### src/rtl/cir_pkg.sv
package cir_pkg;
    localparam int LINES      = 64;
    localparam int HALF_W     = LINES / 2;
    localparam int NCPU       = 4;
    localparam int CPU_W      = $clog2(NCPU);
    localparam int ADDR_W     = 12;
    localparam int LEGACY_BIT = 55;

    typedef enum logic [1:0] {
        K_NONE   = 2'd0,
        K_MASK   = 2'd1,
        K_MASKED = 2'd2,
        K_RAW    = 2'd3
    } reg_kind_e;

    typedef struct packed {
        reg_kind_e          kind;
        logic [CPU_W-1:0]   cpu;
        logic               hi;
    } reg_sel_t;
endpackage

### src/rtl/cir_addr_decode.sv
module cir_addr_decode
    import cir_pkg::*;
(
    input  logic [ADDR_W-1:0] addr,
    output reg_sel_t          sel
);
    logic base_ok;

    always_comb begin
        sel      = '0;
        sel.kind = K_NONE;
        sel.hi   = addr[2];
        sel.cpu  = {addr[10], addr[6]};
        base_ok  = !addr[11] && addr[9] && (addr[5:3] == 3'b000) && (addr[1:0] == 2'b00);
        if (base_ok) begin
            if (!addr[8]) begin
                sel.kind = addr[7] ? K_MASKED : K_MASK;
            end else if (!addr[10] && (addr[7:6] == 2'b00)) begin
                sel.kind = K_RAW;
                sel.cpu  = '0;
            end
        end
    end
endmodule

### src/rtl/cir_mask_bank.sv
module cir_mask_bank
    import cir_pkg::*;
#(
    parameter int N = NCPU,
    parameter int W = LINES,
    localparam int IW = $clog2(N)
)(
    input  logic                clk,
    input  logic                rst_n,
    input  logic                commit,
    input  logic [IW-1:0]       commit_cpu,
    input  logic [W-1:0]        commit_val,
    output logic [N-1:0][W-1:0] mask_d,
    output logic [N-1:0][W-1:0] mask_q
);
    logic [N-1:0] touched;

    for (genvar g = 0; g < N; g++) begin : g_mask
        always_comb begin
            touched[g] = commit && (commit_cpu == IW'(g));
            mask_d[g]  = touched[g] ? commit_val : mask_q[g];
        end

        always_ff @(posedge clk or negedge rst_n) begin
            if (!rst_n) mask_q[g] <= '0;
            else        mask_q[g] <= mask_d[g];
        end
    end

    // a commit selects at most one mask
    assert_one_mask_R7: assert property (@(posedge clk) disable iff (!rst_n)
        $countones(touched) <= 1);

    // without a commit every mask holds
    assert_hold_R7: assert property (@(posedge clk) disable iff (!rst_n)
        !commit |=> $stable(mask_q));
endmodule

### src/rtl/cir_irq_eval.sv
module cir_irq_eval
    import cir_pkg::*;
#(
    parameter int N = NCPU,
    parameter int W = LINES
)(
    input  logic                clk,
    input  logic                rst_n,
    input  logic [N-1:0][W-1:0] mask_d,
    input  logic [W-1:0]        raw_d,
    output logic [N-1:0]        irq_q
);
    logic [N-1:0] irq_d;

    for (genvar g = 0; g < N; g++) begin : g_eval
        always_comb irq_d[g] = |(mask_d[g] & raw_d);
    end

    always_ff @(posedge clk or negedge rst_n) begin
        if (!rst_n) irq_q <= '0;
        else        irq_q <= irq_d;
    end
endmodule

### src/rtl/cir_irq_router.sv
module cir_irq_router
    import cir_pkg::*;
#(
    parameter int LEGACY_LINE = LEGACY_BIT
)(
    input  logic              clk,
    input  logic              rst_n,
    input  logic [63:0]       dev_irq,
    input  logic              legacy_irq,
    input  logic              acc_en,
    input  logic              acc_we,
    input  logic [11:0]       acc_addr,
    input  logic [31:0]       acc_wdata,
    output logic [31:0]       acc_rdata,
    output logic              acc_err,
    output logic [3:0]        cpu_irq
);
    typedef struct packed {
        logic [LINES-1:0]  raw;
        logic [HALF_W-1:0] half;
        logic [HALF_W-1:0] rdata;
        logic              err;
    } state_t;

    state_t                      st_d, st_q;
    reg_sel_t                    sel;
    logic                        commit;
    logic [LINES-1:0]            word;
    logic [LINES-1:0]            raw_line;
    logic [NCPU-1:0][LINES-1:0]  mask_d, mask_q;

    cir_addr_decode u_dec (
        .addr (acc_addr),
        .sel  (sel)
    );

    cir_mask_bank #(.N(NCPU), .W(LINES)) u_masks (
        .clk        (clk),
        .rst_n      (rst_n),
        .commit     (commit),
        .commit_cpu (sel.cpu),
        .commit_val ({acc_wdata, st_q.half}),
        .mask_d     (mask_d),
        .mask_q     (mask_q)
    );

    cir_irq_eval #(.N(NCPU), .W(LINES)) u_eval (
        .clk    (clk),
        .rst_n  (rst_n),
        .mask_d (mask_d),
        .raw_d  (st_d.raw),
        .irq_q  (cpu_irq)
    );

    always_comb begin
        raw_line              = dev_irq;
        raw_line[LEGACY_LINE] = dev_irq[LEGACY_LINE] | legacy_irq;

        case (sel.kind)
            K_MASK:   word = mask_q[sel.cpu];
            K_MASKED: word = mask_q[sel.cpu] & st_q.raw;
            K_RAW:    word = st_q.raw;
            default:  word = '1;
        endcase

        st_d     = st_q;
        st_d.raw = raw_line;
        st_d.err = 1'b0;
        commit   = 1'b0;

        if (acc_en) begin
            if (sel.kind == K_NONE) begin
                st_d.err = 1'b1;
                if (!acc_we) st_d.rdata = '1;
            end else if (acc_we) begin
                if (!sel.hi)                   st_d.half = acc_wdata;
                else if (sel.kind == K_MASK)   commit    = 1'b1;
            end else begin
                if (sel.hi) begin
                    st_d.rdata = st_q.half;
                end else begin
                    st_d.rdata = word[HALF_W-1:0];
                    st_d.half  = word[LINES-1:HALF_W];
                end
            end
        end
    end

    always_ff @(posedge clk or negedge rst_n) begin
        if (!rst_n) st_q <= '0;
        else        st_q <= st_d;
    end

    assign acc_rdata = st_q.rdata;
    assign acc_err   = st_q.err;

    localparam logic [LINES-1:0] LEG_MASK = LINES'(1) << LEGACY_LINE;

    // raw word tracks the lines one edge later
    assert_raw_follow_R1: assert property (@(posedge clk) disable iff (!rst_n)
        1'b1 |=> ((st_q.raw & ~LEG_MASK) == ($past(dev_irq) & ~LEG_MASK)));

    // legacy input merges into its bit
    assert_legacy_merge_R2: assert property (@(posedge clk) disable iff (!rst_n)
        1'b1 |=> (st_q.raw[LEGACY_LINE] == ($past(dev_irq[LEGACY_LINE]) | $past(legacy_irq))));

    // each output matches its masked request
    for (genvar g = 0; g < NCPU; g++) begin : g_chk
        assert_irq_match_R3: assert property (@(posedge clk) disable iff (!rst_n)
            cpu_irq[g] == (|(mask_q[g] & st_q.raw)));
    end

    // high-half writes to read-only offsets leave the masks alone
    assert_ro_write_R8: assert property (@(posedge clk) disable iff (!rst_n)
        (acc_en && acc_we && sel.hi && (sel.kind == K_MASKED || sel.kind == K_RAW))
        |=> $stable(mask_q));

    // a high-half read returns the latch
    assert_hi_read_R9: assert property (@(posedge clk) disable iff (!rst_n)
        (acc_en && !acc_we && sel.hi && sel.kind != K_NONE) |=> (acc_rdata == $past(st_q.half)));

    // unmapped access flags an error and leaves masks and latch alone
    assert_unmapped_R10: assert property (@(posedge clk) disable iff (!rst_n)
        (acc_en && sel.kind == K_NONE) |=> (acc_err && $stable(mask_q) && $stable(st_q.half)));

    // unmapped read returns all ones
    assert_unmapped_rd_R10: assert property (@(posedge clk) disable iff (!rst_n)
        (acc_en && !acc_we && sel.kind == K_NONE) |=> (acc_rdata == 32'hFFFF_FFFF));
endmodule

### config.mk
export PLATFORM = sky130hd
export DESIGN_NAME = cir_irq_router
export DESIGN_NICKNAME = d
export VERILOG_FILES = /design/src/rtl/cir_pkg.sv /design/src/rtl/cir_addr_decode.sv /design/src/rtl/cir_mask_bank.sv /design/src/rtl/cir_irq_eval.sv /design/src/rtl/cir_irq_router.sv
export SDC_FILE = /design/constraint.sdc
export NUM_CORES = 1
export LEC_CHECK = 0
export BUFFER_PORTS_ARGS = -buffer_cell sky130_fd_sc_hd__buf_2
export CAP_MARGIN = 0
export CORE_AREA = 3 3 206 208
export CTS_BUF_LIST = sky130_fd_sc_hd__clkbuf_4
export DETAILED_ROUTE_END_ITERATION = 16
export DIE_AREA = 0 0 209 211
export PLACE_DENSITY = 0.74
export RECOVER_POWER = 100
export SETUP_SLACK_MARGIN = 0.5
export SLEW_MARGIN = 30
export SYNTH_ARGS = -nofsm -noshare
export SYNTH_HDL_FRONTEND = slang
export SYNTH_SLANG_ARGS = --single-unit
### constraint.sdc
create_clock -name clk -period 3.45 [get_ports clk]
set_clock_uncertainty 0.1 [all_clocks]
set_input_delay 0 -clock clk [delete_from_list [all_inputs] [get_ports clk]]
set_output_delay 0 -clock clk [all_outputs]
set_load 0.02 [all_outputs]
* Yosys cells after proc, flatten, opt, wreduce, memory -nomap -nowiden
Cells that the tools add are included.
** Storage, ports and cells
- Word-level logic and storage cells :: 72
- Flip-flop bits (word level) :: 389
- Input bits :: 113
** Operators by class
- Order comparisons :: 1
- Mux-type cells :: 26
- Bitwise operators :: 9
- Reductions and logical operators :: 21
- Equality and inequality tests :: 6
** Operator list (count)
- $and A64 B64 Y64 :: 5
- $mux W64 :: 5
- $reduce_or A64 Y1 :: 4
- $mux W32 :: 7
- $pmux W64 S3 :: 1
- $bmux W64 S2 :: 1
- $eq A2 B2 Y1 const B :: 4
- $logic_and A1 B1 Y1 :: 8
- $logic_not A2 Y1 :: 4
- $mux W4 :: 2
- $mux W1 :: 7
- $mux W2 :: 3
- $eq A2 B1 Y1 const B :: 2
- $logic_not A3 Y1 :: 1
- $lt A2 B3 Y1 const B :: 1
- $not A1 Y1 :: 3
- $reduce_and A3 Y1 :: 1
- $logic_not A1 Y1 :: 2
- $reduce_and A2 Y1 :: 1
- $or A1 B1 Y1 :: 1

* Logic depth before layout (Yosys ltp)
- Word-level depth :: 15
- Gate-level depth with buffers :: 11

* Modules after synthesis
A second synthesis with hierarchy kept.
** Unflattened totals
- Cells, all modules :: 1259
- Area total of the unflattened synthesis :: 18134.9 um^2
** By module, submodules not included
- cir_mask_bank :: times used 1, sequential area each 6406.1 um^2, cells an instance 543, area an instance 9806.9 um^2
- cir_irq_router :: times used 1, sequential area each 3228.1 um^2, cells an instance 554, area an instance 6879.1 um^2
- cir_irq_eval :: times used 1, sequential area each 100.1 um^2, cells an instance 152, area an instance 1360.1 um^2
- cir_addr_decode :: times used 1, sequential area each 0.0 um^2, cells an instance 10, area an instance 88.8 um^2

* Worst setup path before layout
No wires, ideal clock.
- Path kind :: in2reg
- Start point :: in acc_we
- End point :: reg u_eval.irq_q[3]
- Path slack :: 0.909 ns
- Stages :: 9
- Library setup time :: 0.139 ns
- Arrival :: 2.302 ns
- Cell sequence :: buf_2 and3_1 buf_2 nand4_2 buf_2 clkbuf_1 mux2_2 a2111o_1 or4b_1
** RTL lines
- from (decl) :: line cir_irq_router.sv:11 : input logic acc_we,
- to (signal assigned) :: line cir_irq_eval.sv:21 : else irq_q <= irq_d;
- to (decl) :: line cir_irq_eval.sv:11 : output logic [N-1:0] irq_q

* Worst setup path after layout
- Start point :: in acc_addr[0]
- End point :: reg u_eval.irq_q[0]
** Between the ends
- Cells in the longest elaborated chain, start to end :: 13
- Elaborated cells on any way between the ends :: 15
- Those cells by class :: eq/ne: 1; mux: 7; bitwise: 1; reduce/logical: 6
** Ends and longest elaborated chain
- from (decl) :: line cir_irq_router.sv:12 : input logic [11:0] acc_addr,
- $logic_not A2 Y1 (*) :: line cir_addr_decode.sv:14 : base_ok = !addr[11] && addr[9] && (addr[5:3] == 3'b000) && (addr[1:0] == 2'b00);
- $logic_and A1 B1 Y1 (*) :: line cir_addr_decode.sv:14
- $mux W4 (*) :: line cir_addr_decode.sv:15 : if (base_ok) begin
- $eq A2 B1 Y1 :: line cir_irq_router.sv:77 : else if (sel.kind == K_MASK) commit = 1'b1;
- $mux W1 :: line cir_irq_router.sv:77
- $mux W1 :: line cir_irq_router.sv:76 : if (!sel.hi) st_d.half = acc_wdata;
- $mux W1 :: line cir_irq_router.sv:75 : end else if (acc_we) begin
- $mux W1 :: line cir_irq_router.sv:72 : if (sel.kind == K_NONE) begin
- $mux W1 :: line cir_irq_router.sv:71 : if (acc_en) begin
- $logic_and A1 B1 Y1 (*) :: line cir_mask_bank.sv:20 : touched[g] = commit && (commit_cpu == IW'(g));
- $mux W64 (*) :: line cir_mask_bank.sv:21 : mask_d[g] = touched[g] ? commit_val : mask_q[g];
- $and A64 B64 Y64 (*) :: line cir_irq_eval.sv:16 : always_comb irq_d[g] = |(mask_d[g] & raw_d);
- $reduce_or A64 Y1 (*) :: line cir_irq_eval.sv:16
- via u_eval.irq_d[0] :: line cir_irq_eval.sv:13 : logic [N-1:0] irq_d;
The timed path passes the listed nets; every way through them passes the cells marked *.
A chain may end at the register's enable or synchronous reset.

==> results list <==
* Clock share of power: 42.7%
- The largest total area in the synthesized netlist belongs to sky130_fd_sc_hd__dfrtp_1.
- The startpoint identified for the worst register-to-register timing path is st_q[58].
- By area the synthesized netlist is led by sky130_fd_sc_hd__dfrtp_1, sky130_fd_sc_hd__mux2_2, sky130_fd_sc_hd__mux4_2, sky130_fd_sc_hd__nand2_1, sky130_fd_sc_hd__a22oi_1.
- GRT Residual Overflow: 0
- End point of the most critical hold path: u_masks.mask_q[100]
* Area of the core: 40700 um2
- The clock tree synthesis step divided the H-tree into 3 levels.
- IO Count: 150
* Hold slack: 31.7 ps
- The run finished, with violations left.
- Tot GR Track Use: 32.0%
- Among the stages of the critical path, the cell type that occurs most often is sky130_fd_sc_hd__clkbuf_1.
* Number of pins with negative max-slew slack in the final report: 196
* # DRC: 0
* Vias per cell: 6.38
* Ratio of cells with drive above 1 in the final layout: 20.7%
- Fraction of post-synthesis cell area in the top cell type by area: 53.3%
* Cell internal power dissipation: 6980 uW
* Final setup violation count: 0
- Clock tree synthesis inserted a total of 100 buffers.
* Synthesized net count: 1675
* Number of flops mapped to enable cells by yosys: 0
- The worst register-to-register path has a depth of 8.
- The number of global-route vias before repair came to 17200.
* Largest net degree at the start of global routing: 115
- Measured against its own limit, the worst slew margin works out to -42.9%.
* CTS tree: done
* Setup repair after global routing missed its margin: yes
- The setup check on the worst reg-to-reg path leaves a slack of 550 ps.
- At the end of routability-driven placement, the weighted congestion stood at 0.984.
* Buffer cell driving the clock tree root: sky130_fd_sc_hd__clkbuf_4
* Maximum operating frequency: 0.291 GHz
- Final hold vios: 0
- The number of antenna violations at the first check in global routing came to 3.
- Portion of total power attributed to sequential cells: 49.4%
- Final critical-path share of the clock period: 99.5%
* Ranking of synthesized cells by instance count: sky130_fd_sc_hd__dfrtp_1, sky130_fd_sc_hd__nand2_1, sky130_fd_sc_hd__mux2_2
- The clock reaches the later pin of the worst-skew pair after 770 ps.
- Primary flip-flop cell chosen by synthesis mapping: sky130_fd_sc_hd__dfrtp_1
- In this run the worst path has a maximum fanout of 14.
- Detailed placement ended at an HPWL of 44000 um.
- Net switching component of the power: 2490 uW
* Total area of multi-input combinational cells: 7950 um2
- Cell at the slowest stage of the critical path: sky130_fd_sc_hd__a2111oi_0
- Starting Density: 44.9%
- Most numerous cell in the Yosys netlist: sky130_fd_sc_hd__dfrtp_1
- STA classifies the critical path startpoint as an input port.
* Die span in x: 209 um
- For this block, the initial DRC count from the detailed router was 2436.
- The clock net in this run drives a total of 389 sinks.
* Mean instance size in the synthesized netlist: 11.7 um2
- In this run, synthesis produced a sequential element count of 389.
- Placed Area: 19600 um2
- Summing every instance area after synthesis gives 18300 um2.
- Register area: 9740 um2
* Clk pin slew, worst setup/hold paths: 70 ps
- Net count reported at finish: 2142
* Global-route wire length before repair: 108000 um
- Crit path cell chain: dlygate4sd3_1 -> clkbuf_1 -> nor4_4 -> clkbuf_1 -> nand4_1 -> clkbuf_1 -> nand2_1 -> a21boi_0 -> a2111oi_0 -> and4_1 -> nand4_1
* Nature of the critical path endpoint: flip-flop
- IR analysis of the VDD net gives a maximum drop of 0.298 mV.
- Setup TNS: 0 ps
- Total placed cells including tap cells: 2156
- The cell count after synthesis came out at 1562.
- Crit Path Category: input port to flip-flop
- The worst hold path belongs to the class input port to flip-flop.
- Cell area power density: 401 nW/um2
* Switching share of power: 26.3%
* Total power of the final layout: 9470 uW
* Filler cells: 3281
- Wires add up to 71100 um.
- Once layout is complete, the cells apart from fillers number 2632.
- Overall via count from detail_route: 16800
* Critical hold path startpoint: acc_wdata[4]
- The area growth from synthesis to layout is 29.4%.
- Data on the critical path arrives at its endpoint at 3940 ps.
- The final reports fail on max-capacitance violations, max-slew violations.
- Length of the first detailed-routing pass in iterations: 6
- The tool flagged a number of max-cap violations equal to 4.
- Min Clock Period, post-route: 3430 ps
- Number of warning messages in the yosys log: 0
- For the pin with the worst max-slew slack, the measured transition is 2140 ps.
- Sequential elements use 53.3% of the synthesized area.
- Row count: 74
- Die ar.: 44100 um2
* Endpoint of the most critical register-to-register path: u_eval.irq_q[3]
- The count of nets left with antenna violations once routing finished came out at 0.
* Lkg Pwr: 0.0111 uW
- Number of port buffers: 149
- Dividing the detail-routed wire length by the instance count gives 27.0 um.
* Required time reported for the critical path endpoint: 3950 ps
- In this run, the combinational gates consume 8.0% of the power.
* Number of distinct library cells after synthesis: 52
- The worst hold path passes through 3 cells.
- Max Buffers Root-to-Sink: 3
- In the synthesized netlist the async set-or-reset flop fraction comes to 100%.
- The finished cells cover 23600 um2.
- Die span in y: 211 um
- In this design, the stage delay of the slowest critical-path cell is 980 ps.
==> kinds of logic after synthesis <==
group,count (synthesis),synth area share (%)
buf+inv,142,3.61
mux,260,19.9
flops,389,53.3
simple gates,415,9.73
compound gates,356,13.5
==> repair_timing <==
item,CTS,global route
gates resized for setup,2,13
endpoints found under the hold margin,695,0
hold buffers,299,0
setup buffers,0,3
pin swaps,0,5
endpoints found under the setup margin,1,5
==> sequential cells by signal (all words and copies together) (netlist names) <==
register,cells
u_eval.irq_q,4
st_q,96
acc_rdata,32
acc_err,1
u_masks.mask_q,256
==> worst max-delay path: cells and delay by family <==
kind | cells | cell delay (ps)
AO/OA/AOI/OAI | 2 | 1210
AND/OR/NAND/NOR | 5 | 1170
buffers and inverters | 4 | 1550
==> per-layer routing <==
layer	GRT usage [%]	part of all wire (%)	up-vias
met5	0	0.027	-
met4	16.4	6.2	2
met3	9.61	13	360
met2	48.4	44	1420
met1	42.0	37	8211
li1	-	-	6795
==> worst max-delay path by stage <==
stage	start	endpoint	slack, ps
2_1_floorplan	acc_we	u_eval.irq_q[3]	910
3_3_place_gp	acc_addr[3]	u_eval.irq_q[3]	370
3_5_place_dp	acc_addr[3]	u_eval.irq_q[1]	250
4_1_cts	acc_we	u_eval.irq_q[1]	500
5_1_grt	acc_addr[0]	u_eval.irq_q[0]	150
6_report	acc_addr[0]	u_eval.irq_q[0]	20
==> per-stage QoR <==
step	utilization, %	setup WS (ps)
global route	58.0	151
CTS	58.4	503
global placement	48.0	372
detailed placement	48.0	252
floorplan	-	909
finish	58.0	17.9
==> final cells by class <==
class / count / area share (%)
diodes: 2 / 0.0212
clock buffers: 146 / 4.64
clock inverters: 25 / 0.651
inverters: 11 / 0.175
multi-input cells: 1031 / 33.6
flip-flops and latches: 389 / 41.2
well taps: 532 / 2.82
repair buffers: 496 / 16.9
==> cell usage in the layout, fill, tap and decap left out, drive strengths merged, types with 3 or more instances in the layout <==
cell         synthesis  final
a2111o               5      5
a2111oi              7      7
a211oi              34     34
a21boi              16     16
a21o                 4      4
a21oi               65     65
a221oi              20     20
a222oi              12     12
a22o                26     26
a22oi               61     61
and2                10     10
and3                 3      3
and4                 6      6
buf                 56     70
clkbuf              75    272
clkinv               0     21
dfrtp              389    389
dlygate4sd3          0    298
inv                 11     12
mux2               188    188
mux2i                8      8
mux4                64     64
nand2              248    248
nand3                9      9
nand4               16     16
nor2                99     99
nor3                 5      5
nor4                 4      4
o21ai               35     35
o22ai               64     64
==> power groups by stage <==
stage          Combinational [uW]  Sequential [uW]  Clock (uW)
6_report                      755             4680        4040
3_5_place_dp                  553             4760           0
4_1_cts                       745             4670        4030
5_1_grt                       795             4680        4330
2_1_floorplan                 183             4740           0
3_3_place_gp                  546             4750           0
Note: power is estimated with default switching activity, not from simulation.
